$ cat config.mk
export PLATFORM = sky130hd
export DESIGN_NAME = sc_uart_tx
export DESIGN_NICKNAME = d
export VERILOG_FILES = /design/src/rtl/sctx_pkg.sv /design/src/rtl/sctx_fifo.sv /design/src/rtl/sctx_shifter.sv /design/src/rtl/sc_uart_tx.sv
export SDC_FILE = /design/constraint.sdc
export NUM_CORES = 1
export LEC_CHECK = 0
export CAP_MARGIN = 20
export CORE_MARGIN = 2
export CORE_UTILIZATION = 35
export DETAILED_ROUTE_END_ITERATION = 10
export GPL_ROUTABILITY_DRIVEN = 1
export PLACE_DENSITY = 0.53
export SETUP_SLACK_MARGIN = 0.5
export SLEW_MARGIN = 15
export SYNTH_ARGS = -nofsm -noshare
export SYNTH_HDL_FRONTEND = slang
export SYNTH_SLANG_ARGS = --single-unit
export TNS_END_PERCENT = 20
$ cat constraint.sdc
create_clock -name clk -period 2.49 [get_ports clk]
set_input_delay 0.249 -clock clk [delete_from_list [all_inputs] [get_ports clk]]
set_output_delay 0.249 -clock clk [all_outputs]
set_load 0.005 [all_outputs]
$ cat src/rtl/sctx_pkg.sv
package sctx_pkg;

    typedef enum logic [2:0] {
        ST_IDLE,
        ST_START,
        ST_DATA,
        ST_PARITY,
        ST_STOP
    } tx_state_e;

    typedef struct packed {
        logic [3:0] nbits;
        logic       par_en;
        logic       par_odd;
        logic       two_stop;
    } frame_cfg_t;

    // Length code is inverted: 0 -> 8 bits ... 3 -> 5 bits
    function automatic frame_cfg_t decode_line_cfg(
        input logic [1:0] len_code,
        input logic       no_par,
        input logic       odd_sel,
        input logic       one_stop
    );
        frame_cfg_t c;
        c.nbits    = 4'd8 - {2'b00, len_code};
        c.par_en   = ~no_par;
        c.par_odd  = odd_sel;
        c.two_stop = ~one_stop;
        return c;
    endfunction

endpackage

$ cat src/rtl/sctx_fifo.sv
module sctx_fifo #(
    parameter int WIDTH = 8,
    parameter int DEPTH = 4
) (
    input  logic             clk,
    input  logic             rst_n,
    input  logic             push,
    input  logic [WIDTH-1:0] push_data,
    input  logic             pop,
    output logic [WIDTH-1:0] pop_data,
    output logic             empty,
    output logic             full
);

    localparam int PTR_W = (DEPTH > 1) ? $clog2(DEPTH) : 1;
    localparam int CNT_W = $clog2(DEPTH + 1);
    localparam logic [CNT_W-1:0] CNT_FULL = CNT_W'(DEPTH);
    localparam logic [PTR_W-1:0] PTR_LAST = PTR_W'(DEPTH - 1);

    logic [WIDTH-1:0] mem [DEPTH];
    logic [PTR_W-1:0] wr_ptr, rd_ptr;
    logic [CNT_W-1:0] count;
    logic             push_ok, pop_ok;

    function automatic logic [PTR_W-1:0] bump(input logic [PTR_W-1:0] p);
        return (p == PTR_LAST) ? '0 : p + 1'b1;
    endfunction

    assign full     = (count == CNT_FULL);
    assign empty    = (count == '0);
    assign push_ok  = push && !full;
    assign pop_ok   = pop && !empty;
    assign pop_data = mem[rd_ptr];

    always_ff @(posedge clk) begin
        if (push_ok) begin
            mem[wr_ptr] <= push_data;
        end
    end

    always_ff @(posedge clk or negedge rst_n) begin
        if (!rst_n) begin
            wr_ptr <= '0;
            rd_ptr <= '0;
            count  <= '0;
        end else begin
            if (push_ok) begin
                wr_ptr <= bump(wr_ptr);
            end
            if (pop_ok) begin
                rd_ptr <= bump(rd_ptr);
            end
            case ({push_ok, pop_ok})
                2'b10:   count <= count + 1'b1;
                2'b01:   count <= count - 1'b1;
                default: count <= count;
            endcase
        end
    end

endmodule

$ cat src/rtl/sctx_shifter.sv
module sctx_shifter
    import sctx_pkg::*;
#(
    parameter int CHAR_W        = 8,
    parameter int TICKS_PER_BIT = 16
) (
    input  logic              clk,
    input  logic              rst_n,
    input  logic              baud_tick,
    input  logic              fifo_empty,
    input  logic [CHAR_W-1:0] fifo_data,
    input  frame_cfg_t        cfg,
    output logic              pop,
    output logic              line,
    output logic              busy
);

    localparam int TICK_W = $clog2(TICKS_PER_BIT);
    localparam int BIT_W  = $clog2(CHAR_W);
    localparam logic [TICK_W-1:0] TICK_LAST = TICK_W'(TICKS_PER_BIT - 1);

    tx_state_e         state, state_nx;
    logic [TICK_W-1:0] tick_cnt;
    logic [BIT_W-1:0]  bit_cnt;
    logic [CHAR_W-1:0] shreg;
    logic [CHAR_W-1:0] char_mask;
    logic              par_bit;
    logic              stop_seen;
    frame_cfg_t        cur;
    logic              bit_end;
    logic              last_data;

    // mask of the data bits that take part in the frame
    for (genvar i = 0; i < CHAR_W; i++) begin : g_mask
        assign char_mask[i] = (cfg.nbits > 4'(i));
    end

    assign bit_end   = baud_tick && (tick_cnt == TICK_LAST);
    assign last_data = (bit_cnt == BIT_W'(cur.nbits - 4'd1));

    // state register
    always_ff @(posedge clk or negedge rst_n) begin
        if (!rst_n) begin
            state <= ST_IDLE;
        end else begin
            state <= state_nx;
        end
    end

    // next state
    always_comb begin
        state_nx = state;
        unique case (state)
            ST_IDLE:   if (!fifo_empty) state_nx = ST_START;
            ST_START:  if (bit_end) state_nx = ST_DATA;
            ST_DATA:   if (bit_end && last_data) state_nx = cur.par_en ? ST_PARITY : ST_STOP;
            ST_PARITY: if (bit_end) state_nx = ST_STOP;
            ST_STOP:   if (bit_end && (stop_seen || !cur.two_stop)) state_nx = ST_IDLE;
            default:   state_nx = ST_IDLE;
        endcase
    end

    // outputs
    always_comb begin
        pop  = 1'b0;
        line = 1'b1;
        busy = 1'b1;
        unique case (state)
            ST_IDLE: begin
                pop  = !fifo_empty;
                busy = 1'b0;
            end
            ST_START:  line = 1'b0;
            ST_DATA:   line = shreg[0];
            ST_PARITY: line = par_bit;
            ST_STOP:   line = 1'b1;
            default:   line = 1'b1;
        endcase
    end

    // datapath: load on pop, then count ticks and shift
    always_ff @(posedge clk or negedge rst_n) begin
        if (!rst_n) begin
            tick_cnt  <= '0;
            bit_cnt   <= '0;
            shreg     <= '0;
            par_bit   <= 1'b0;
            stop_seen <= 1'b0;
            cur       <= '0;
        end else if (pop) begin
            tick_cnt  <= '0;
            bit_cnt   <= '0;
            shreg     <= fifo_data;
            par_bit   <= (^(fifo_data & char_mask)) ^ cfg.par_odd;
            stop_seen <= 1'b0;
            cur       <= cfg;
        end else if (busy && baud_tick) begin
            tick_cnt <= bit_end ? '0 : tick_cnt + 1'b1;
            if (bit_end && state == ST_DATA) begin
                shreg   <= shreg >> 1;
                bit_cnt <= bit_cnt + 1'b1;
            end
            if (bit_end && state == ST_STOP) begin
                stop_seen <= 1'b1;
            end
        end
    end

endmodule

$ cat src/rtl/sc_uart_tx.sv
module sc_uart_tx
    import sctx_pkg::*;
#(
    parameter int FIFO_DEPTH    = 4,
    parameter int TICKS_PER_BIT = 16
) (
    input  logic       clk,
    input  logic       rst_n,
    input  logic       baud_tick,
    input  logic [1:0] char_len_code,
    input  logic       no_parity,
    input  logic       odd_parity,
    input  logic       one_stop,
    input  logic       wr_en,
    input  logic [7:0] wr_data,
    input  logic       tbe_int_en,
    input  logic       tbe_clr,
    output logic       tx_line,
    output logic       tx_empty,
    output logic       tx_full,
    output logic       tx_active,
    output logic       tbe_flag,
    output logic       tbe_irq
);

    localparam int CHAR_W = 8;

    frame_cfg_t        line_cfg;
    logic [CHAR_W-1:0] fifo_data;
    logic              fifo_empty;
    logic              fifo_full;
    logic              shift_pop;
    logic              shift_busy;
    logic              empty_q;

    assign line_cfg = decode_line_cfg(char_len_code, no_parity, odd_parity, one_stop);

    sctx_fifo #(
        .WIDTH (CHAR_W),
        .DEPTH (FIFO_DEPTH)
    ) u_fifo (
        .clk       (clk),
        .rst_n     (rst_n),
        .push      (wr_en),
        .push_data (wr_data),
        .pop       (shift_pop),
        .pop_data  (fifo_data),
        .empty     (fifo_empty),
        .full      (fifo_full)
    );

    sctx_shifter #(
        .CHAR_W        (CHAR_W),
        .TICKS_PER_BIT (TICKS_PER_BIT)
    ) u_shift (
        .clk        (clk),
        .rst_n      (rst_n),
        .baud_tick  (baud_tick),
        .fifo_empty (fifo_empty),
        .fifo_data  (fifo_data),
        .cfg        (line_cfg),
        .pop        (shift_pop),
        .line       (tx_line),
        .busy       (shift_busy)
    );

    // buffer-empty event: set on a rising queue-empty, write-one clears
    always_ff @(posedge clk or negedge rst_n) begin
        if (!rst_n) begin
            empty_q  <= 1'b1;
            tbe_flag <= 1'b0;
        end else begin
            empty_q <= fifo_empty;
            if (fifo_empty && !empty_q) begin
                tbe_flag <= 1'b1;
            end else if (tbe_clr) begin
                tbe_flag <= 1'b0;
            end
        end
    end

    assign tx_empty  = fifo_empty;
    assign tx_full   = fifo_full;
    assign tx_active = shift_busy || !fifo_empty;
    assign tbe_irq   = tbe_flag && tbe_int_en;

endmodule

==> results.yml <==
grt:
  antenna_found_initial: 0
  grt_max_degree: 35
  grt_usage: 0.123
  grt_pass1_vias: 1897
  grt_pass1_wl_mm: 9.15
  overflow: 0
routing:
  drt-total-wl_mm: 5.42
  dr.pass1.iters: 4
  drtIter0Drc: 109
  avgViaCountPerCell: 4.81
  post_drt_wl_per_cell_um: 13.6
  postRouteAntennaNets: 0
  vias: 1921
  drc_errors: 0
place:
  port_buffers: 24
  place.gp.congestion: 0.837
  hpwlAfterDp_mm: 3.75
  post-place-ws_ns: 0.346
setup_path:
  worstPathArrival_ns: 2.27
  cp-end-kind: "flip-flop"
  critPathRequiredTime_ns: 2.72
  start_kind: "flip-flop"
  r2r_cells: 6
  crit_fanout: 6
  r2r-start: "u_fifo.rd_ptr[0]$_DFFE_PN0P_"
  ff2ff_setup_slack_ns: 0.45
  timing.rr.end: "u_shift.par_bit$_DFFE_PN0N_"
  crit_type: "flip-flop to flip-flop"
synthesis:
  ys_seq_area_frac: 0.590
  synth_area_leader_cell: "edfxtp_1"
  synth_area_mm2: 0.00307
  synthTopCellsByArea: "edfxtp_1 31%, dfrtp_1 27%, ha_1 5.3%"
  syn_nets: 280
  yosysWarnings: 0
  synth_seq_cells: 66
  syn_inst: 247
  synth_top_area_frac: 0.313
  syn_area_per_cell_um2: 12.4
  yosysUniqueCellTypes: 37
timing:
  fin_crit_sh: 0.819
  final.min_clock_period_ns: 2.04
  layout_setup_ws_ns: 0.451
  fmax_mhz: 491
  setup_viol: 0
  finClkSkew_ns: 0.0160
  timing.slew.headroom: 0.651
  maxSlewViolCount: 0
  rsz0062_at_grt: "true"
  tightest_slew_ns: 0.522
  setup_tns_ns: 0
  hold_violations: 0
floorplan:
  coreArea_mm2: 0.00864
  num_rows: 34
  fp.dieH_um: 97.7
  num_io_pins: 25
  die_area_mm2: 0.00954
  start_util: 0.356
  die_x_um: 97.7
power:
  vdd_drop_max_v: 0.000434
  seq_power_share: 0.458
  p_int_w: 0.00234
  power_density_mw_per_mm2: 847
  pwr-share-comb: 0.190
  power.leakage_nw: 1.54
  switching_share: 0.268
  p_switching_w: 0.000860
  clkPwrFrac: 0.353
clocking:
  cts_sinks: 66
  root_buffer: "clkbuf_8"
  hold_buffers: 0
  cts_buffers: 9
  clk_pin_slew_ns: 0.09
  clk_latency_ns: 0.35
  clockBufferDepth: 2
  cts_tree: "done"
  htree_levels: 3
final_layout:
  diodes: 0
  layout-drive-gt1-share: 0.148
  nets: 319
  n_fill_cell: 803
  area_growth_pct: 23.1
  utilization: 0.438
worst_hold_path:
  hold_class: "input port to async pin"
outcome:
  status: "finished, final reports clean"
job:
  max_cap_violations: 0
[per-stage QoR]
step / instance area (um2) / instances / hold slack, ns / total power, W
6_report: 3780 / 399 / 0.305 / 0.00320
2_1_floorplan: 3120 / 247 / -0.0466 / 0.00186
4_1_cts: 3770 / 398 / 0.316 / 0.00324
3_3_place_gp: 3490 / 379 / 0.461 / 0.00208
5_1_grt: 3780 / 399 / 0.339 / 0.00338
3_5_place_dp: 3490 / 379 / 0.463 / 0.00208
[metal layers]
layer  share of wire  global-route usage  wire, um
met3           0.035              0.0367       192
met1            0.47               0.158      2560
met4           0.022              0.0641       117
met2            0.47               0.190      2550
met5               0                   0         0
[synth_stat cells]
library cell  count
nand2_1          37
dfrtp_1          33
edfxtp_1         32
o21ai_0          19
inv_1            16
ha_1             13
a21oi_1          10
nor2_1            9
mux2i_1           7
nand3_1           7
xnor2_1           7
xor2_1            7
and2_1            5
mux4_1            5
clkbuf_1          4
mux4_2            3
nor2b_1           3
nor3_1            3
o22ai_1           3
or3_1             3
a31oi_1           2
and3_1            2
nand4_1           2
o31ai_1           2
a21o_1            1
a21o_2            1
a311o_1           1
a32o_1            1
buf_2             1
buf_6             1
dfstp_2           1
fa_1              1
nand2b_1          1
o211ai_1          1
o21a_1            1
o21ai_1           1
xnor3_1           1
[cell families (layout without fill, tap and decap cells)]
group | Yosys count | after routing | share of synthesized area
flops | 66 | 66 | 0.590
mux | 15 | 15 | 0.0876
buf+inv | 22 | 66 | 0.0297
fa+ha+maj | 14 | 14 | 0.0595
simple gates | 72 | 72 | 0.105
compound gates | 43 | 43 | 0.0807
xor+xnor | 15 | 15 | 0.0473
[state kept, by name (all words and copies together) (netlist names)]
signal / flops
empty_q: 1
tbe_flag: 1
u_fifo.count: 3
u_fifo.mem: 32
u_fifo.rd_ptr: 2
u_fifo.wr_ptr: 2
u_shift.bit_cnt: 3
u_shift.cur: 5
u_shift.par_bit: 1
u_shift.shreg: 8
u_shift.state: 3
u_shift.stop_seen: 1
u_shift.tick_cnt: 4
[power by group through the flow]
stage | registers, W | logic [W] | clock network, W
floorplan | 0.00146 | 0.000402 | 0
global placement | 0.00150 | 0.000581 | 0
detailed placement | 0.00150 | 0.000588 | 0
CTS | 0.00147 | 0.000618 | 0.00116
global route | 0.00149 | 0.000691 | 0.00120
finish | 0.00147 | 0.000608 | 0.00113
[worst max-delay path by stage]
stage,start,to,cells after the start
after floorplan,u_shift.state[2]$_DFFE_PN0P_,u_fifo.count[2]$_DFFE_PN0P_,11
after global placement,u_fifo.rd_ptr[0]$_DFFE_PN0P_,u_shift.par_bit$_DFFE_PN0N_,7
after detailed placement,char_len_code[0],u_shift.par_bit$_DFFE_PN0N_,8
after CTS,u_shift.state[1]$_DFFE_PN0P_,tx_line,4
after global routing,u_fifo.rd_ptr[0]$_DFFE_PN0P_,u_shift.par_bit$_DFFE_PN0N_,7
final,u_fifo.rd_ptr[0]$_DFFE_PN0P_,u_shift.par_bit$_DFFE_PN0N_,6
[worst max-delay path: stages, from the launching register on]
cell	delay, ns
dfrtp_2	0.44
mux4_1	0.58
nor2b_1	0.16
xnor3_1	0.35
xnor2_1	0.18
xnor2_1	0.13
o21ai_1	0.07
[cell usage in the layout, fill, tap and decap left out, types with 3 or more instances in the layout]
master	netlist	final
nand2_1	37	36
edfxtp_1	32	32
dfrtp_1	33	30
clkdlybuf4s50_1	0	22
o21ai_0	19	19
inv_1	16	14
ha_1	13	12
a21oi_1	10	10
buf_4	0	10
nor2_1	9	9
clkbuf_8	0	9
mux2i_1	7	7
nand3_1	7	7
xor2_1	7	7
xnor2_1	7	6
and2_1	5	5
mux4_1	5	4
mux4_2	3	4
nor2b_1	3	3
o22ai_1	3	3
bufinv_16	0	3
dfrtp_2	0	3
[repair_timing]
action | in CTS | in global routing
buffers inserted | 3 | 1
setup endpoints to repair | 5 | 7
endpoints found under the hold margin | 0 | 0
pin swaps | 0 | 1
resized for setup | 6 | 3
[area by class of cell]
type | count | area (um2) | area share
Timing Repair Buffer | 34 | 317 | 0.0837
Inverter | 16 | 60.1 | 0.0159
Clock buffer | 9 | 124 | 0.0328
Tap cell | 108 | 135 | 0.0357
Clock inverter | 7 | 124 | 0.0328
Sequential cell | 66 | 1820 | 0.480
Multi-Input combinational cell | 159 | 1200 | 0.319
(Power assumes the default switching activity.)
